$ cat config.mk
export PLATFORM = sky130hd
export DESIGN_NAME = spi_target_port
export DESIGN_NICKNAME = d
export VERILOG_FILES = /design/src/rtl/spi_target_port.sv
export SDC_FILE = /design/constraint.sdc
export NUM_CORES = 1
export LEC_CHECK = 0
export ABC_AREA = 1
export CORE_AREA = 5 5 82 84
export CTS_BUF_LIST = sky130_fd_sc_hd__clkbuf_4 sky130_fd_sc_hd__clkbuf_8
export CTS_CLUSTER_SIZE = 10
export DETAILED_ROUTE_END_ITERATION = 16
export DIE_AREA = 0 0 87 89
export HOLD_SLACK_MARGIN = 0.03
export PLACE_DENSITY = 0.67
export SLEW_MARGIN = 5
export SYNTH_ARGS = -nofsm -noshare
export SYNTH_HDL_FRONTEND = slang
export SYNTH_SLANG_ARGS = --single-unit
$ cat constraint.sdc
create_clock -name clk -period 2.9 [get_ports clk]
set_input_delay 0.58 -clock clk [delete_from_list [all_inputs] [get_ports clk]]
set_output_delay 0.58 -clock clk [all_outputs]
set_load 0.02 [all_outputs]
$ cat src/rtl/spi_target_port.sv
module spi_target_port #(
  parameter int W    = 8,
  parameter int SYNC = 2
) (
  input  logic         clk,
  input  logic         rst_n,
  input  logic         reg_sel,
  input  logic         wr_en,
  input  logic         rd_en,
  input  logic [W-1:0] wdata,
  output logic [W-1:0] rdata,
  input  logic         irq_en,
  output logic         irq,
  input  logic         sck,
  input  logic         cs_n,
  input  logic         mosi,
  output logic         miso,
  output logic         miso_oe
);
  localparam int CW = $clog2(W);

  logic [SYNC:0] sck_p, cs_p, mosi_p;
  logic en, mstm, modfe, modf, wcol, rovr, done, busy;
  logic unread, tx_pend;
  logic [CW-1:0] cnt;
  logic [W-1:0] tx_sh, rx_sh, tx_buf, rx_buf;

  wire sck_rise = sck_p[SYNC-1] & ~sck_p[SYNC];
  wire sck_fall = ~sck_p[SYNC-1] & sck_p[SYNC];
  wire cs_hi    = cs_p[SYNC-1];
  wire cs_fall  = ~cs_p[SYNC-1] & cs_p[SYNC];
  wire mosi_s   = mosi_p[SYNC-1];
  wire wr_ctrl  = wr_en & ~reg_sel;
  wire wr_data  = wr_en & reg_sel;
  wire rd_data  = rd_en & reg_sel;
  wire done_evt = en & busy & ~cs_hi & sck_rise & (cnt == CW'(W-1));
  wire [W-1:0] rx_next = {rx_sh[W-2:0], mosi_s};

  assign rdata   = reg_sel ? rx_buf : {busy, done, rovr, wcol, modf, modfe, mstm, en};
  assign irq     = irq_en & (done | rovr | wcol);
  assign miso    = tx_sh[W-1];
  assign miso_oe = busy;

  always_ff @(posedge clk or negedge rst_n)
    if (!rst_n) begin
      sck_p  <= '0;
      cs_p   <= '1;
      mosi_p <= '0;
    end else begin
      sck_p  <= {sck_p[SYNC-1:0], sck};
      cs_p   <= {cs_p[SYNC-1:0], cs_n};
      mosi_p <= {mosi_p[SYNC-1:0], mosi};
    end

  always_ff @(posedge clk or negedge rst_n)
    if (!rst_n) begin
      {en, mstm, modfe, modf, wcol, rovr, done, busy} <= '0;
      unread  <= 1'b0;
      tx_pend <= 1'b0;
      cnt     <= '0;
      tx_sh   <= '1;
      rx_sh   <= '0;
      tx_buf  <= '0;
      rx_buf  <= '0;
    end else begin
      if (wr_ctrl) begin
        en    <= wdata[0];
        mstm  <= wdata[1];
        modfe <= wdata[2];
        modf  <= wdata[3];
        wcol  <= wdata[4];
        rovr  <= wdata[5];
        done  <= wdata[6];
      end
      if (rd_data) unread <= 1'b0;
      if (wr_data) begin
        if (busy) wcol <= 1'b1;
        else begin
          tx_buf  <= wdata;
          tx_pend <= 1'b1;
        end
      end
      if (!en) busy <= 1'b0;
      else if (busy && cs_hi) busy <= 1'b0;
      else if (!busy && cs_fall) begin
        busy    <= 1'b1;
        cnt     <= '0;
        tx_sh   <= tx_pend ? tx_buf : '1;
        tx_pend <= 1'b0;
      end else if (busy && sck_rise) begin
        rx_sh <= rx_next;
        cnt   <= cnt + 1'b1;
        if (done_evt) begin
          busy <= 1'b0;
          done <= 1'b1;
          if (unread && !rd_data) rovr <= 1'b1;
          else begin
            rx_buf <= rx_next;
            unread <= 1'b1;
          end
        end
      end else if (busy && sck_fall) tx_sh <= {tx_sh[W-2:0], 1'b1};
    end


  busy_start_chk: assert property (@(posedge clk) disable iff (!rst_n)
    (en && !busy && cs_fall && !wr_ctrl) |=> busy);

  abort_chk: assert property (@(posedge clk) disable iff (!rst_n)
    (busy && cs_hi) |=> !busy);

  ovr_keep_chk: assert property (@(posedge clk) disable iff (!rst_n)
    (done_evt && unread && !rd_data) |=> (rovr && $stable(rx_buf)));

  wcol_chk: assert property (@(posedge clk) disable iff (!rst_n)
    (wr_data && busy) |=> (wcol && $stable(tx_buf)));

  off_chk: assert property (@(posedge clk) disable iff (!rst_n)
    !en |=> !miso_oe);
endmodule

==> results.yml, run 1 <==
timing:
  period_share_pct: 83.27
  finalHoldViolations: 0
  skew_ns: 0.005475
  max_slew_margin_pct: 58.20
  slew_viol_final: 0
  timing.fmax_mhz: 414.1
  holdWs_ns: 0.3546
  min_period_ns: 2.415
  worst_pin_slew_ns: 0.6270
  tns_ns: 0
  finalSetupViolations: 0
  rsz0062_at_grt: "no"
route:
  firstDrtPassIters: 4
  viasPerCell: 4.676
  first_iter_violations: 53
  routedWlPerCell_um: 11.79
  post-route-drc-count: 0
  drt-total-wl_mm: 4.481
  route.vias.total: 1777
  ant_nets: 0
synthesis:
  synth_cell_types: 22
  postSynthNetCount: 296
  ys_seq_elements: 52
  netlist_area_um2: 2310
  syn_area_per_cell_um2: 8.338
  synth_cells: 277
  yosysWarningCount: 0
  ys_seq_area_share_pct: 56.93
grt:
  grt_max_degree: 53
  grt_pass1_vias: 1754
  grt_overflow: 0
  antenna_found_initial: 0
  grt_usage_pct: 13.09
  grt_pass1_wl_mm: 7.976
placement:
  routabilityCongestion: 0.8087
  port_buffers: 27
  place_hpwl_mm: 3.286
critical_path:
  reg2reg_depth: 4
  worstSetupEndpoint: "irq"
  critPathSlowestCell: "clkdlybuf4s50_1"
  r2r-start: "miso_oe"
  crit_cells: 4
  critical_path.cell_chain: "clkdlybuf4s50_1 -> inv_1 -> a31oi_1 -> clkdlybuf4s50_1"
  cpMostUsedCell: "clkdlybuf4s50_1"
  crit_family: "buffers and inverters"
  crit_arrival_ns: 1.83
  cp_num_buf_inv: 3
  cp_slowest_stage_delay_ns: 0.63
  reg2reg_slack_ns: 1.30
  r2r-end: "tx_buf[7]"
  crit_fanout: 1
  setup.worst_path.class: "in2out"
  crit_start: "irq_en"
  startpoint_type: "primary input"
  endpoint_kind: "primary output"
  cp_data_required_time_ns: 2.32
pwr:
  vdd_drop_max_uv: 222.8
  p_leak_nw: 1.424
  power_density_nw_per_um2: 584.9
floorplanning:
  io_pins: 28
  rows: 28
  die-area_um2: 7743
  initial_core_util_pct: 39.48
  die_h_um: 89
  die_x_um: 87
  core_region_area_um2: 5851
clocking:
  postCtsSetupRepairBufs: 0
  cts_tree: "done"
  cts_made_buffers: 5
  hold_buffers: 0
  cts_sinks: 52
  cts_max_level: 2
  path_clk_slew_ns: 0.08
  cts-root-buf: "clkbuf_8"
  clkLatencyLatePin_ns: 0.30
  post_cts_resized: 0
  cts.path.max_buffers: 2
layout:
  antenna-diode-count: 0
  drive_gt1_share_pct: 10.49
  most-common-layout-cells: "nand2_1 (119), dfrtp_1 (41), inv_1 (28), clkdlybuf4s50_1 (25), nand3_1 (19)"
  area_delta_synth_final_pct: 18.47
  final_nets: 323
  layout_commonest_cell: "nand2_1"
min_path:
  hold_depth: 0
  hp-class: "reg2reg"
job:
  maxCapViolCount: 0
run_status:
  status: "finished, final reports clean"
## logic make-up (layout without fill, tap and decap cells)
group                    after synthesis  count (layout)  synth area share (%)
buffers and inverters                 39              67                 6.771
AO/OA/AOI/OAI                         23              23                 5.201
flip-flops                            52              52                 56.93
AND/OR/NAND/NOR                      161             161                 30.01
adder cells (fa/ha/maj)                2               2                 1.083
## Yosys cell counts
cell type  count  area (um2)
o21ai_0       18       90.09
nand3_2        2       20.02
nand3_1       19       95.09
ha_1           2       25.02
o211ai_1       1       7.510
clkinv_1       1       3.750
nand4_1        9       56.30
inv_2          2       7.510
o21ai_1        2       10.01
buf_2          5       25.02
nand2_2        4       25.02
clkbuf_1       2       7.510
nor2_4         2       22.52
nand2_1      119       446.7
inv_1         28       105.1
a31oi_1        2       12.51
dfstp_2       11       289.0
nor2_2         1       6.260
buf_4          1       7.510
dfrtp_1       41        1026
nor2_1         4       15.01
or2_0          1       6.260
## registers in the layout (all words and copies together), names as in the netlist
signal	flops
en	1
mstm	1
rx_buf	8
miso_oe	1
modf	1
modfe	1
mosi_p	2
rovr	1
unread	1
cs_p	3
tx_pend	1
cnt	3
tx_buf	8
tx_sh	8
sck_p	3
done	1
wcol	1
rx_sh	7
## per-layer routing
metal,part of all wire [%],vias to the layer above,global-route usage (%)
met5,0,-,0
met4,1.5,0,5.099
met3,4.9,4,3.041
met2,45,32,20.91
met1,48,826,17.29
li1,-,915,-
## stage by stage
stage | instance area, um2 | total power [W] | instances | utilization, % | worst slack (ns)
2_1_floorplan | 2310 | 0.001079 | 277 | - | 1.054
3_3_place_gp | 2636 | 0.001184 | 372 | 45.06 | 0.1637
4_1_cts | 2734 | 0.001627 | 380 | 46.73 | 0.1001
3_5_place_dp | 2636 | 0.001192 | 372 | 45.06 | 0.1080
6_report | 2736 | 0.001601 | 380 | 46.77 | 0.4851
5_1_grt | 2736 | 0.001710 | 380 | 46.77 | 0.3682
## layout make-up
| cell class | count | area (um2) |
|---|---|---|
| fill | 551 | 3114 |
| sequential | 52 | 1315 |
| multi-input combinational | 186 | 838.3 |
| timing repair buffer | 28 | 275.3 |
| inverter | 31 | 116.4 |
| clock buffer | 8 | 97.59 |
| tap | 75 | 93.84 |
## worst min-delay path by stage
stage              from       end  slack, ns
4_1_cts        sck_p[0]  sck_p[1]       0.36
6_report       sck_p[0]  sck_p[1]       0.35
2_1_floorplan     rst_n    cnt[0]       0.28
3_5_place_dp   sck_p[0]  sck_p[1]       0.34
5_1_grt        sck_p[0]  sck_p[1]       0.36
3_3_place_gp   sck_p[0]  sck_p[1]       0.33
## where the power goes
part	switching, W	leakage [nW]	internal, W
registers	0.0000540	0.646	0.000845
logic	0.000152	0.726	0.000121
clock network	0.000215	0.0523	0.000214
total	0.000421	1.42	0.00118
## worst register-to-register path: stages (launching register included)
cell	delay [ns]
dfrtp_1	0.45
inv_1	0.29
nand3_1	0.38
inv_1	0.26
o21ai_0	0.11
No activity file was read; power rests on OpenSTA's default activity.
==> run 2, diff against run 1 <==
- clock period: 2.9 -> 2.3 ns (I/O delays scaled with it)
==> run 2 against run 1 <==
  * Total power increased by 32%
  * Clock-buffer cell count decreased by 3
  * Setup slack got worse by 0.35 ns
  * Register-to-register slack got worse by 0.54 ns
  * Critical path depth unchanged
  * Highest routed layer unchanged
==> results.yml, run 2 (synthesized netlist as in run 1, its figures left out) <==
run_status:
  status: "finished, final reports clean"
pwr:
  vdd_drop_max_uv: 322.8
  power_density_nw_per_um2: 758.0
  p_leak_nw: 1.499
job:
  maxCapViolCount: 0
route:
  routedWlPerCell_um: 12.25
  first_iter_violations: 56
  firstDrtPassIters: 4
  ant_nets: 0
  drt-total-wl_mm: 4.693
  route.vias.total: 1781
  viasPerCell: 4.650
  post-route-drc-count: 0
placement:
  placed_area_um2: 2671
  port_buffers: 27
  routabilityCongestion: 0.8532
  pre_cts_slack_ns: -0.02578
  dp.cells: 375
  place_hpwl_mm: 3.361
critical_path:
  crit_family: "buffers and inverters"
  reg2reg_depth: 5
  critical_path.cell_chain: "clkdlybuf4s50_1 -> inv_1 -> a31oi_1 -> clkdlybuf4s50_1"
  cpMostUsedCell: "clkdlybuf4s50_1"
  setup.worst_path.class: "in2out"
  critPathSlowestCell: "clkdlybuf4s50_1"
  endpoint_kind: "primary output"
  crit_fanout: 1
  cp_slowest_stage_delay_ns: 0.62
  cp_num_buf_inv: 3
  crit_cells: 4
  startpoint_type: "primary input"
  crit_arrival_ns: 1.70
  cp_data_required_time_ns: 1.84
timing:
  period_share_pct: 94.12
  fin_ws_ns: 0.1351
  rsz0062_at_grt: "no"
  timing.fmax_mhz: 461.9
  worst_pin_slew_ns: 0.5993
  min_period_ns: 2.165
  slew_viol_final: 0
  finalSetupViolations: 0
  skew_ns: 0.01291
  finalHoldViolations: 0
  max_slew_margin_pct: 60.05
  tns_ns: 0
grt:
  grt_overflow: 0
  grt_pass1_vias: 1741
  grt_pass1_wl_mm: 8.059
  grt_usage_pct: 13.19
  antenna_found_initial: 0
  grt_max_degree: 29
layout:
  layout_commonest_cell: "nand2_1"
  register_area_um2: 1315
  num-fill-cells: 528
  area_delta_synth_final_pct: 20.53
  final_nets: 326
  largestRegisters: "rx_buf x8, tx_buf x8, tx_sh x8"
  final_util_pct: 47.58
  design_area_um2: 2784
  finalNonFillerCells: 383
  drive_gt1_share_pct: 11.36
  antenna-diode-count: 0
  multiInputGateArea_um2: 838.3
  most-common-layout-cells: "nand2_1 (119), dfrtp_1 (41), inv_1 (28), nand3_1 (19)"
floorplanning:
  die-area_um2: 7743
  initial_core_util_pct: 39.48
  io_pins: 28
  rows: 28
  core_region_area_um2: 5851
  die_x_um: 87
  die_h_um: 89
clocking:
  cts_tree: "done"
  clkLatencyLatePin_ns: 0.31
  path_clk_slew_ns: 0.10
  cts_sinks: 52
  cts_made_buffers: 5
  cts_max_level: 2
  cts.path.max_buffers: 2
  cts-root-buf: "clkbuf_8"
  postCtsSetupRepairBufs: 0
  hold_buffers: 0
min_path:
  hp-class: "in2async"
-- run 2: final timing paths --
kind | start | end | slack (ns)
setup / recovery | irq_en | irq | 0.14
hold / removal | rst_n | wcol | 0.15
setup reg to reg | cs_p[1] | cnt[2] | 0.76
hold reg to reg | sck_p[0] | sck_p[1] | 0.35
max in group asynchronous | rst_n | cs_p[1] | 1.51
min in group clk | sck_p[0] | sck_p[1] | 0.35
-- run 2: power breakdown --
part / internal, W / switching (W)
Combinational: 0.000153 / 0.000196
Sequential: 0.00107 / 0.0000704
Clock: 0.000322 / 0.000303
-- run 2: stage by stage --
| step | hold WS, ns | total power [W] |
|---|---|---|
| after global placement | 0.3323 | 0.001500 |
| after floorplan | 0.1644 | 0.001361 |
| after detailed placement | 0.3362 | 0.001509 |
| after global routing | 0.1839 | 0.002234 |
| after CTS | 0.1635 | 0.002127 |
| final | 0.1510 | 0.002110 |
-- run 2: final cells by class --
cell class                 count  area share [%]
multi-input combinational    186           30.11
clock buffer                   5           2.472
inverter                      31           4.180
sequential                    52           47.24
clock inverter                 3           1.528
tap                           75           3.371
timing repair buffer          31           11.10
-- run 2: what timing repair did --
item / 4_1_cts / 5_1_grt
setup endpoints to repair: 5 / 3
resized for setup: 5 / 3
hold endpoints to repair: 0 / 0
pin swaps: 0 / 0
-- run 2: metal layers --
metal,routed length (um),up-vias,track usage [%]
li1,-,923,-
met1,2272,816,17.78
met2,2111,35,20.91
met3,245,7,2.765
met4,63,0,5.099
met5,0,-,0
